**src/rtl/fifo_rd_seq_pkg.sv**
```systemverilog
package fifo_rd_seq_pkg;

    typedef enum logic [3:0] {
        S_IDLE,
        S_SETUP,
        S_OPEN,
        S_CHECK,
        S_STRB_LO,
        S_STRB_HI,
        S_CLOSE_OE,
        S_RELEASE,
        S_FINISH
    } seq_state_e;

endpackage

```
**src/rtl/fifo_rd_flag_sync.sv**
```systemverilog
module fifo_rd_flag_sync #(
    parameter int   STAGES  = 2,
    parameter logic RST_VAL = 1'b1
) (
    input  logic clk,
    input  logic rst_n,
    input  logic async_in,
    output logic sync_out
);

    logic [STAGES-1:0] chain_q;

    always_ff @(posedge clk or negedge rst_n) begin
        if (!rst_n) chain_q <= {STAGES{RST_VAL}};
        else        chain_q <= {chain_q[STAGES-2:0], async_in};
    end

    assign sync_out = chain_q[STAGES-1];

endmodule

```
**src/rtl/fifo_rd_phase_timer.sv**
```systemverilog
module fifo_rd_phase_timer #(
    parameter int TW = 4
) (
    input  logic          clk,
    input  logic          rst_n,
    input  logic          restart,
    output logic [TW-1:0] elapsed
);

    always_ff @(posedge clk or negedge rst_n) begin
        if (!rst_n)                 elapsed <= '0;
        else if (restart)           elapsed <= '0;
        else if (elapsed != '1)     elapsed <= elapsed + 1'b1;
    end

endmodule

```
**src/rtl/fifo_rd_seq.sv**
```systemverilog
module fifo_rd_seq
    import fifo_rd_seq_pkg::*;
#(
    parameter int AW        = 2,
    parameter int DW        = 16,
    parameter int CW        = 8,
    parameter int T_SETUP   = 2,
    parameter int T_OELEAD  = 1,
    parameter int T_LOW     = 4,
    parameter int T_HIGH    = 3,
    parameter int T_DV      = 3,
    parameter int T_HOLD    = 2,
    parameter int T_OEOFF   = 1,
    parameter int SYNC_DEPTH = 2
) (
    input  logic          clk,
    input  logic          rst_n,
    input  logic          req_valid,
    input  logic [AW-1:0] req_addr,
    input  logic [CW-1:0] req_count,
    output logic          busy,
    output logic          rsp_valid,
    output logic [DW-1:0] rsp_data,
    output logic          done,
    output logic [CW-1:0] done_count,
    output logic          fifo_cs_n,
    output logic          fifo_oe_n,
    output logic          fifo_rd_n,
    output logic [AW-1:0] fifo_addr,
    input  logic [DW-1:0] fifo_data,
    input  logic          fifo_empty
);

    function automatic int max2(input int a, input int b);
        return (a > b) ? a : b;
    endfunction

    localparam int T_MAX = max2(max2(max2(T_SETUP, T_OELEAD), max2(T_LOW, T_HIGH)),
                                max2(max2(T_DV, T_HOLD), T_OEOFF));
    localparam int TW = $clog2(T_MAX + 1) + 1;

    localparam logic [TW-1:0] SETUP_LAST = TW'(T_SETUP - 1);
    localparam logic [TW-1:0] LEAD_LAST  = TW'(T_OELEAD - 1);
    localparam logic [TW-1:0] LOW_LAST   = TW'(T_LOW - 1);
    localparam logic [TW-1:0] HIGH_LAST  = TW'(T_HIGH - 1);
    localparam logic [TW-1:0] DV_LAST    = TW'(T_DV - 1);
    localparam logic [TW-1:0] HOLD_LAST  = TW'(T_HOLD - 1);
    localparam logic [TW-1:0] OFF_LAST   = TW'(T_OEOFF - 1);

    seq_state_e    state_q, state_d;
    logic [TW-1:0] elapsed;
    logic          empty_s;
    logic [AW-1:0] addr_q;
    logic [CW-1:0] count_q;
    logic [CW-1:0] words_q;
    logic          more_words;
    logic          capture;

    fifo_rd_flag_sync #(.STAGES(SYNC_DEPTH), .RST_VAL(1'b1)) u_empty_sync (
        .clk      (clk),
        .rst_n    (rst_n),
        .async_in (fifo_empty),
        .sync_out (empty_s)
    );

    fifo_rd_phase_timer #(.TW(TW)) u_timer (
        .clk     (clk),
        .rst_n   (rst_n),
        .restart (state_d != state_q),
        .elapsed (elapsed)
    );

    assign more_words = (words_q != count_q) && !empty_s;
    assign capture    = (state_q == S_STRB_LO) && (elapsed == DV_LAST);

    // State register
    always_ff @(posedge clk or negedge rst_n) begin
        if (!rst_n) state_q <= S_IDLE;
        else        state_q <= state_d;
    end

    // Next-state decision
    always_comb begin
        state_d = state_q;
        unique case (state_q)
            S_IDLE:     if (req_valid) state_d = (req_count == '0) ? S_FINISH : S_SETUP;
            S_SETUP:    if (elapsed == SETUP_LAST) state_d = S_OPEN;
            S_OPEN:     if (elapsed == LEAD_LAST)  state_d = S_CHECK;
            S_CHECK:    state_d = more_words ? S_STRB_LO : S_CLOSE_OE;
            S_STRB_LO:  if (elapsed == LOW_LAST)   state_d = S_STRB_HI;
            S_STRB_HI:  if (elapsed == HIGH_LAST)  state_d = S_CHECK;
            S_CLOSE_OE: if (elapsed == OFF_LAST)   state_d = S_RELEASE;
            S_RELEASE:  if (elapsed == HOLD_LAST)  state_d = S_FINISH;
            S_FINISH:   state_d = S_IDLE;
            default:    state_d = S_IDLE;
        endcase
    end

    // Pin and status outputs from state
    always_comb begin
        fifo_cs_n = 1'b1;
        fifo_oe_n = 1'b1;
        fifo_rd_n = 1'b1;
        busy      = 1'b1;
        done      = 1'b0;
        unique case (state_q)
            S_IDLE:     busy = 1'b0;
            S_SETUP:    fifo_cs_n = 1'b0;
            S_OPEN, S_CHECK, S_STRB_HI: begin
                fifo_cs_n = 1'b0;
                fifo_oe_n = 1'b0;
            end
            S_STRB_LO: begin
                fifo_cs_n = 1'b0;
                fifo_oe_n = 1'b0;
                fifo_rd_n = 1'b0;
            end
            S_CLOSE_OE: fifo_cs_n = 1'b0;
            S_RELEASE:  ;
            S_FINISH:   done = 1'b1;
            default:    busy = 1'b0;
        endcase
    end

    // Request capture and word return
    always_ff @(posedge clk or negedge rst_n) begin
        if (!rst_n) begin
            addr_q    <= '0;
            count_q   <= '0;
            words_q   <= '0;
            rsp_valid <= 1'b0;
            rsp_data  <= '0;
        end else begin
            rsp_valid <= 1'b0;
            if (state_q == S_IDLE && req_valid) begin
                addr_q  <= req_addr;
                count_q <= req_count;
                words_q <= '0;
            end
            if (capture) begin
                rsp_data  <= fifo_data;
                rsp_valid <= 1'b1;
                words_q   <= words_q + 1'b1;
            end
        end
    end

    assign fifo_addr  = addr_q;
    assign done_count = words_q;

    // Assertions
    p_oe_leads_rd_r1: assert property (@(posedge clk) disable iff (!rst_n)
        $fell(fifo_rd_n) |-> $past(!fifo_oe_n) && !fifo_cs_n);

    p_no_stale_r2: assert property (@(posedge clk) disable iff (!rst_n)
        rsp_valid |-> $past(!fifo_rd_n));

    p_low_width_r3: assert property (@(posedge clk) disable iff (!rst_n)
        (state_q == S_STRB_LO && elapsed < LOW_LAST) |=> !fifo_rd_n);

    p_high_width_r4: assert property (@(posedge clk) disable iff (!rst_n)
        (state_q == S_STRB_HI && elapsed < HIGH_LAST) |=> fifo_rd_n);

    p_addr_stable_r7: assert property (@(posedge clk) disable iff (!rst_n)
        (!fifo_cs_n && $past(!fifo_cs_n)) |-> $stable(fifo_addr));

    p_count_bound_r8: assert property (@(posedge clk) disable iff (!rst_n)
        done |-> done_count <= count_q);

    p_close_order_r9: assert property (@(posedge clk) disable iff (!rst_n)
        $rose(fifo_oe_n) |-> fifo_rd_n && !fifo_cs_n);

    p_zero_count_r10: assert property (@(posedge clk) disable iff (!rst_n)
        (state_q == S_IDLE && req_valid && req_count == '0) |=> done && fifo_cs_n);

endmodule

```
**config.mk**
```make
export PLATFORM = sky130hd
export DESIGN_NAME = fifo_rd_seq
export DESIGN_NICKNAME = d
export VERILOG_FILES = /design/src/rtl/fifo_rd_seq_pkg.sv /design/src/rtl/fifo_rd_flag_sync.sv /design/src/rtl/fifo_rd_phase_timer.sv /design/src/rtl/fifo_rd_seq.sv
export SDC_FILE = /design/constraint.sdc
export NUM_CORES = 1
export LEC_CHECK = 0
export CAP_MARGIN = 20
export CORE_MARGIN = 4
export CORE_UTILIZATION = 48
export DETAILED_ROUTE_END_ITERATION = 10
export PLACE_DENSITY = 0.83
export SLEW_MARGIN = 5
export SYNTH_ARGS = -nofsm -noshare
export SYNTH_HDL_FRONTEND = slang
export SYNTH_SLANG_ARGS = --single-unit
export TNS_END_PERCENT = 50
```
**constraint.sdc**
```tcl
create_clock -name clk -period 1.8 [get_ports clk]
set_input_delay 0.18 -clock clk [delete_from_list [all_inputs] [get_ports clk]]
set_output_delay 0.18 -clock clk [all_outputs]
set_load 0.01 [all_outputs]
```
## Yosys cells after proc, flatten, opt, wreduce, memory -nomap -nowiden

Index checks and enable logic that the tools add are counted.

- Equality and inequality tests: 14
- Add/sub/neg operators: 2
- Reductions and logical operators: 12
- Multiplexer cells: 20

Operators by type and width:

| kind | count |
|---|---|
| $mux W4 | 10 |
| $pmux W4 S8 | 1 |
| $eq A4 B2 Y1 const B | 4 |
| $eq A4 B3 Y1 const B | 4 |
| $mux W8 | 2 |
| $add A8 B1 Y8 const B | 1 |
| $eq A4 B1 Y1 const B | 2 |
| $logic_not A4 Y1 | 2 |
| $logic_not A8 Y1 | 1 |
| $ne A8 B8 Y1 | 1 |
| $reduce_or A8 Y1 | 1 |
| $mux W1 | 6 |
| $reduce_or A6 Y1 | 1 |
| $add A4 B1 Y4 const B | 1 |
| $eq A4 B4 Y1 const B | 1 |
| $ne A4 B4 Y1 | 1 |
| $ne A4 B4 Y1 const B | 1 |
| $reduce_bool A2 Y1 | 2 |
| $reduce_or A4 Y1 | 1 |
| $logic_and A1 B1 Y1 | 3 |
| $mux W2 | 1 |
| $logic_not A1 Y1 | 1 |

- Bits in registers: 45
- Output and inout bits: 32

## Longest topological paths before layout

- Depth in word-level cells: 6
- Depth in mapped cells: 8

## Hierarchy

Synthesis repeated with hierarchy kept, for this count alone.

- Cell total of the unflattened synthesis: 240
- Area, all modules: 2209.6 um^2

Modules (own cells, without submodules):

| module | area each (um^2) | instances | cells an instance |
|---|---|---|---|
| fifo_rd_seq | 1943.1 | 1 | 219 |
| fifo_rd_phase_timer | 214.0 | 1 | 19 |
| fifo_rd_flag_sync | 52.6 | 1 | 2 |

## Worst setup path before layout

Ideal clock, no wire load.

- Kind: reg2reg
- Start point: register u_timer.elapsed[1]
- End point: register u_timer.elapsed[2]
- Data required time: 1.714 ns
- Period minus slack after synthesis: 1.680 ns
- Arrival time: 1.594 ns
- Cell stages (with the launch flop): 7
- Path slack: 0.120 ns
- Path through: dfrtp_1 > inv_1 > ha_1 > nor3b_4 > o21a_1 > a2111o_1 > nor3_1

- Word-level cells in the longest chain between the ends: 5
- Elaborated cells between the ends (all ways): 17
- Classes of those cells: add/sub (1); eq/ne (5); mux (9); reduce/logical (2)

RTL lines:

| what | RTL line | text |
|---|---|---|
| start: declaration | fifo_rd_phase_timer.sv:7 | `output logic [TW-1:0] elapsed` |
| start signal: assignment | fifo_rd_phase_timer.sv:13 | `else if (elapsed != '1) elapsed <= elapsed + 1'b1;` |
| $eq A4 B1 Y1 (tied with other cells) | fifo_rd_seq.sv:87, fifo_rd_seq.sv:93 |  |
| $mux W4 (tied with other cells) | fifo_rd_seq.sv:93 | `S_RELEASE: if (elapsed == HOLD_LAST) state_d = S_FINISH;` |
| $pmux W4 S8 | fifo_rd_seq.sv:85 | `unique case (state_q)` |
| $ne A4 B4 Y1 | fifo_rd_seq.sv:69 | `.restart (state_d != state_q),` |
| $mux W4 / $reduce_bool A2 Y1 (equally long branches) | -- |  |

Parallel ways exist; a longest one is shown, timed or not. The select of a mux whose other input is x is not followed.
A chain may end at the register's enable or synchronous reset.

## Final worst setup path

- Start point: register state_q[1]
- End point: register u_timer.elapsed[1]

- Word-level cells in the longest chain between the ends: 4
- Elaborated cells between the ends (all ways): 19
- Classes of those cells: eq/ne (8); mux (9); reduce/logical (2)

RTL lines:

| what | RTL line | text |
|---|---|---|
| start: declaration | fifo_rd_seq.sv:50 | `seq_state_e state_q, state_d;` |
| start signal: assignment | fifo_rd_seq.sv:79 | `else state_q <= state_d;` |
| $eq A4 B3 Y1 (tied with other cells) | fifo_rd_seq.sv:85 |  |
| $pmux W4 S8 | fifo_rd_seq.sv:85 |  |
| $ne A4 B4 Y1 * | fifo_rd_seq.sv:69 |  |
| $mux W4 / $reduce_bool A2 Y1 (equally long branches) | -- |  |

Every way passes the cells marked *; elsewhere a longest branch is shown, timed or not.

==> out/results.txt <==
Fin area -> 0.003174 sq mm
Sequential share of power -> 36.8%
Starting Density -> 50.14%
Die width -> 75.91 microns
Max-Cap Viols -> 0
Tot GR Track Use -> 18.22%
Ys Warns -> 0
Outcome -> complete, but fails checks
P&R area growth vs syn -> 43.41%
Power Density -> 1548 mW/mm^2
Worst slew pin tran -> 0.5556 ns
Post-place setup slack -> -0.004074 ns
Layout fillers -> 337
Clk pwr share -> 12.6%
Sw Ratio -> 36.72%
Share of layout cells above drive strength 1 -> 20.46%
Period utilization -> 101.2%
CP cell instances -> buf_4, nand3b_1, a2111oi_1, buf_4, a2111o_1, nor2_1
Port-buffer cells -> 61
Clk sinks -> 45
Mapped Cells -> 220
CTS tree -> done
First-pass GRT wire length -> 8700 microns
GRT overflow -> 0
Worst path bufs/invs -> 2
Detailed Routing Iterations Pass 1 -> 4
Commonest cells after routing, fill and taps aside -> nand2_1 (57), clkdlybuf4s50_1 (55), dfrtp_1 (39)
Post-synthesis sequential element count -> 45
R2r worst-path depth -> 6
Slew Viols, Final -> 0
Setup slack after layout -> -0.02189 ns
Max FO, Critical Path -> 7
CP most frequent cell -> buf_4
WP depth -> 6
Main area contributors after synthesis -> dfrtp_1 (49%), nand2_1 (9.7%), mux2_2 (5.1%), xor2_1 (3.2%), ha_1 (2.8%)
Num CTS Buffers -> 5
Largest net degree at the start of global routing -> 25
Post-synthesis cell area -> 0.002213 sq mm
Die Area -> 0.005762 sq mm
CP endpoint kind -> flip-flop
FF-to-FF Start -> state_q[1]
Die Span Y -> 75.91 microns
Top-Level Pins -> 62
Multi-input combinational cell area -> 0.001039 sq mm
Commonest non-fill, non-tap cell in the layout -> nand2_1
Post-synth top area cell -> dfrtp_1
Inserted Diodes -> 0
Critical path arrival -> 2.00 ns
Placeable Area -> 0.004414 sq mm
Vias after detailed routing -> 1881
Async set or reset register ratio after synthesis -> 100.0%
Clk_skew -> 0.007310 ns
GPL Wtd Cong -> 0.8512
Syn Nets -> 255
Initial antenna violation count -> 0
Final Hold Vio Count -> 0
FP Rows -> 24
Unrepaired setup endpoints after global routing -> yes
Setup CP Type -> flip-flop to flip-flop
R2R Setup Slk -> -0.02 ns
Top Family by Delay on Critical Path -> compound AO/OA/AOI/OAI gates
Clock Latency Late Sink -> 0.30 ns
Fmax -> 548.9 MHz
Synth cell types -> 48
RR Endpoint -> u_timer.elapsed[1]
DPL Wire Length -> 3691 microns
Leakage -> 0.001474 uW
Most common flop cell mapped by yosys -> dfrtp_1
Switching Power -> 1804 uW
Dpl cell area -> 0.002938 sq mm
Vias in the first global route -> 1915
Internal power -> 3109 uW
Period minus WS final -> 1.822 ns
Tightest Hold Check Type -> input port to flip-flop
Drt wl/cell -> 14.90 microns
CP startpoint -> state_q[1]
Yosys top cell area share -> 48.62%
Worst vdd ir -> 1.006 mV
Startpoint class of the critical path -> flip-flop
DR vias/cell -> 5.299
Routed WL -> 5290 microns
Critical Path End -> u_timer.elapsed[1]
Root Buffer Master -> clkbuf_8
Post-route DRC violation count -> 0
# nets final -> 337
Relative slew slack -> 62.96%
H-tree levels -> 2
Final ANT Viol Nets -> 0
Hold Crit Start -> fifo_empty
Clock Path Buffers -> 2
Final setup violation count -> 4
Critical Path RT -> 1.98 ns
Post-synthesis sequential area ratio -> 50.99%
Register area -> 0.001134 sq mm
Crit-path max cell delay -> 0.47 ns
Logic pwr share -> 50.6%
Slowest stage cell, crit path -> dfrtp_2
Violated checks -> negative setup slack
Post-synthesis area per instance -> 10.06 sq um
Initial DRC Count -> 49
Reg clk slew, reported paths -> 0.09 ns
Post-synth EDFFs -> 0
how the worst min path moves through the flow:
stage | end | slack [ns] | cells past startpoint
floorplan | count_q[0] | -0.12 | 0
global placement | fifo_addr[0] | 0.20 | 1
detailed placement | fifo_addr[0] | 0.20 | 1
CTS | u_empty_sync.chain_q[0] | 0.27 | 1
global route | u_empty_sync.chain_q[0] | 0.26 | 1
finish | u_empty_sync.chain_q[0] | 0.27 | 1
state kept, by name (all words and copies together) (netlist names):
register	cells
rsp_data	16
count_q	8
done_count	8
state_q	4
u_timer.elapsed	4
fifo_addr	2
u_empty_sync.chain_q	2
rsp_valid	1
synthesized netlist by cell type, types with 2 or more instances:
| cell type | count |
|---|---|
| mux2_2 | 10 |
| nor2_1 | 9 |
| nand2b_1 | 3 |
| nand2_2 | 2 |
| dfrtp_1 | 43 |
| nand2_1 | 57 |
| clkbuf_1 | 3 |
| buf_2 | 5 |
| nor3_1 | 3 |
| buf_6 | 2 |
| ha_1 | 5 |
| inv_1 | 4 |
| o21ai_0 | 3 |
| nand4_1 | 3 |
| o21a_1 | 3 |
| xnor2_1 | 3 |
| dfstp_2 | 2 |
| and3_1 | 3 |
| mux2i_1 | 4 |
| nor4_1 | 4 |
| and2_1 | 2 |
| nand3_1 | 7 |
| a21oi_1 | 8 |
| xor2_1 | 8 |
cells by family (layout without fill, tap and decap cells):
group	after synthesis	count (layout)	synth area share, %
xor+xnor	11	11	4.353
simple gates	104	104	23.74
mux	14	14	6.897
buf+inv	17	100	4.069
fa+ha+maj	5	5	2.826
compound gates	24	24	7.123
flops	45	45	50.99
final cells by class:
cell class / instances / share of cell area [%]
timing repair buffer: 87 / 26.17
clock buffer: 6 / 2.286
clock inverter: 2 / 0.4730
sequential: 45 / 35.71
tap: 52 / 2.050
inverter: 5 / 0.5913
multi-input combinational: 158 / 32.72
per-layer routing:
layer / vias to the layer above / part of all wire (%) / global-route usage [%]
li1: 911 / - / -
met3: 4 / 7.6 / 6.991
met1: 907 / 41 / 22.21
met2: 59 / 51 / 29.62
met4: 0 / 0.79 / 5.694
met5: - / 0 / 0
metrics by stage:
step,power (uW),utilization [%],cells,setup TNS (ns),hold slack [ns]
after floorplan,3006,-,220,0,-0.1156
after global placement,3940,66.55,336,0,0.1962
after detailed placement,4012,66.55,336,-0.004074,0.2000
after CTS,4787,70.49,353,0,0.2659
after global routing,5266,71.91,355,-0.3381,0.2642
final,4913,71.91,355,-0.05763,0.2749
what timing repair did:
action | CTS | global route
buffers inserted | 8 | 2
gates resized for setup | 10 | 17
hold buffers | 1 | 0
gates cloned | 0 | 1
setup endpoints to repair | 7 | 28
hold endpoints to repair | 21 | 0
pin swaps | 1 | 1
power groups by stage:
stage	Sequential (uW)	Combinational (uW)	Clock, uW
floorplan	1830	1180	0
global placement	1800	2140	0
detailed placement	1820	2190	0
CTS	1780	2370	639
global route	1860	2710	695
finish	1810	2490	620
No activity file was read; power rests on OpenSTA's default activity.
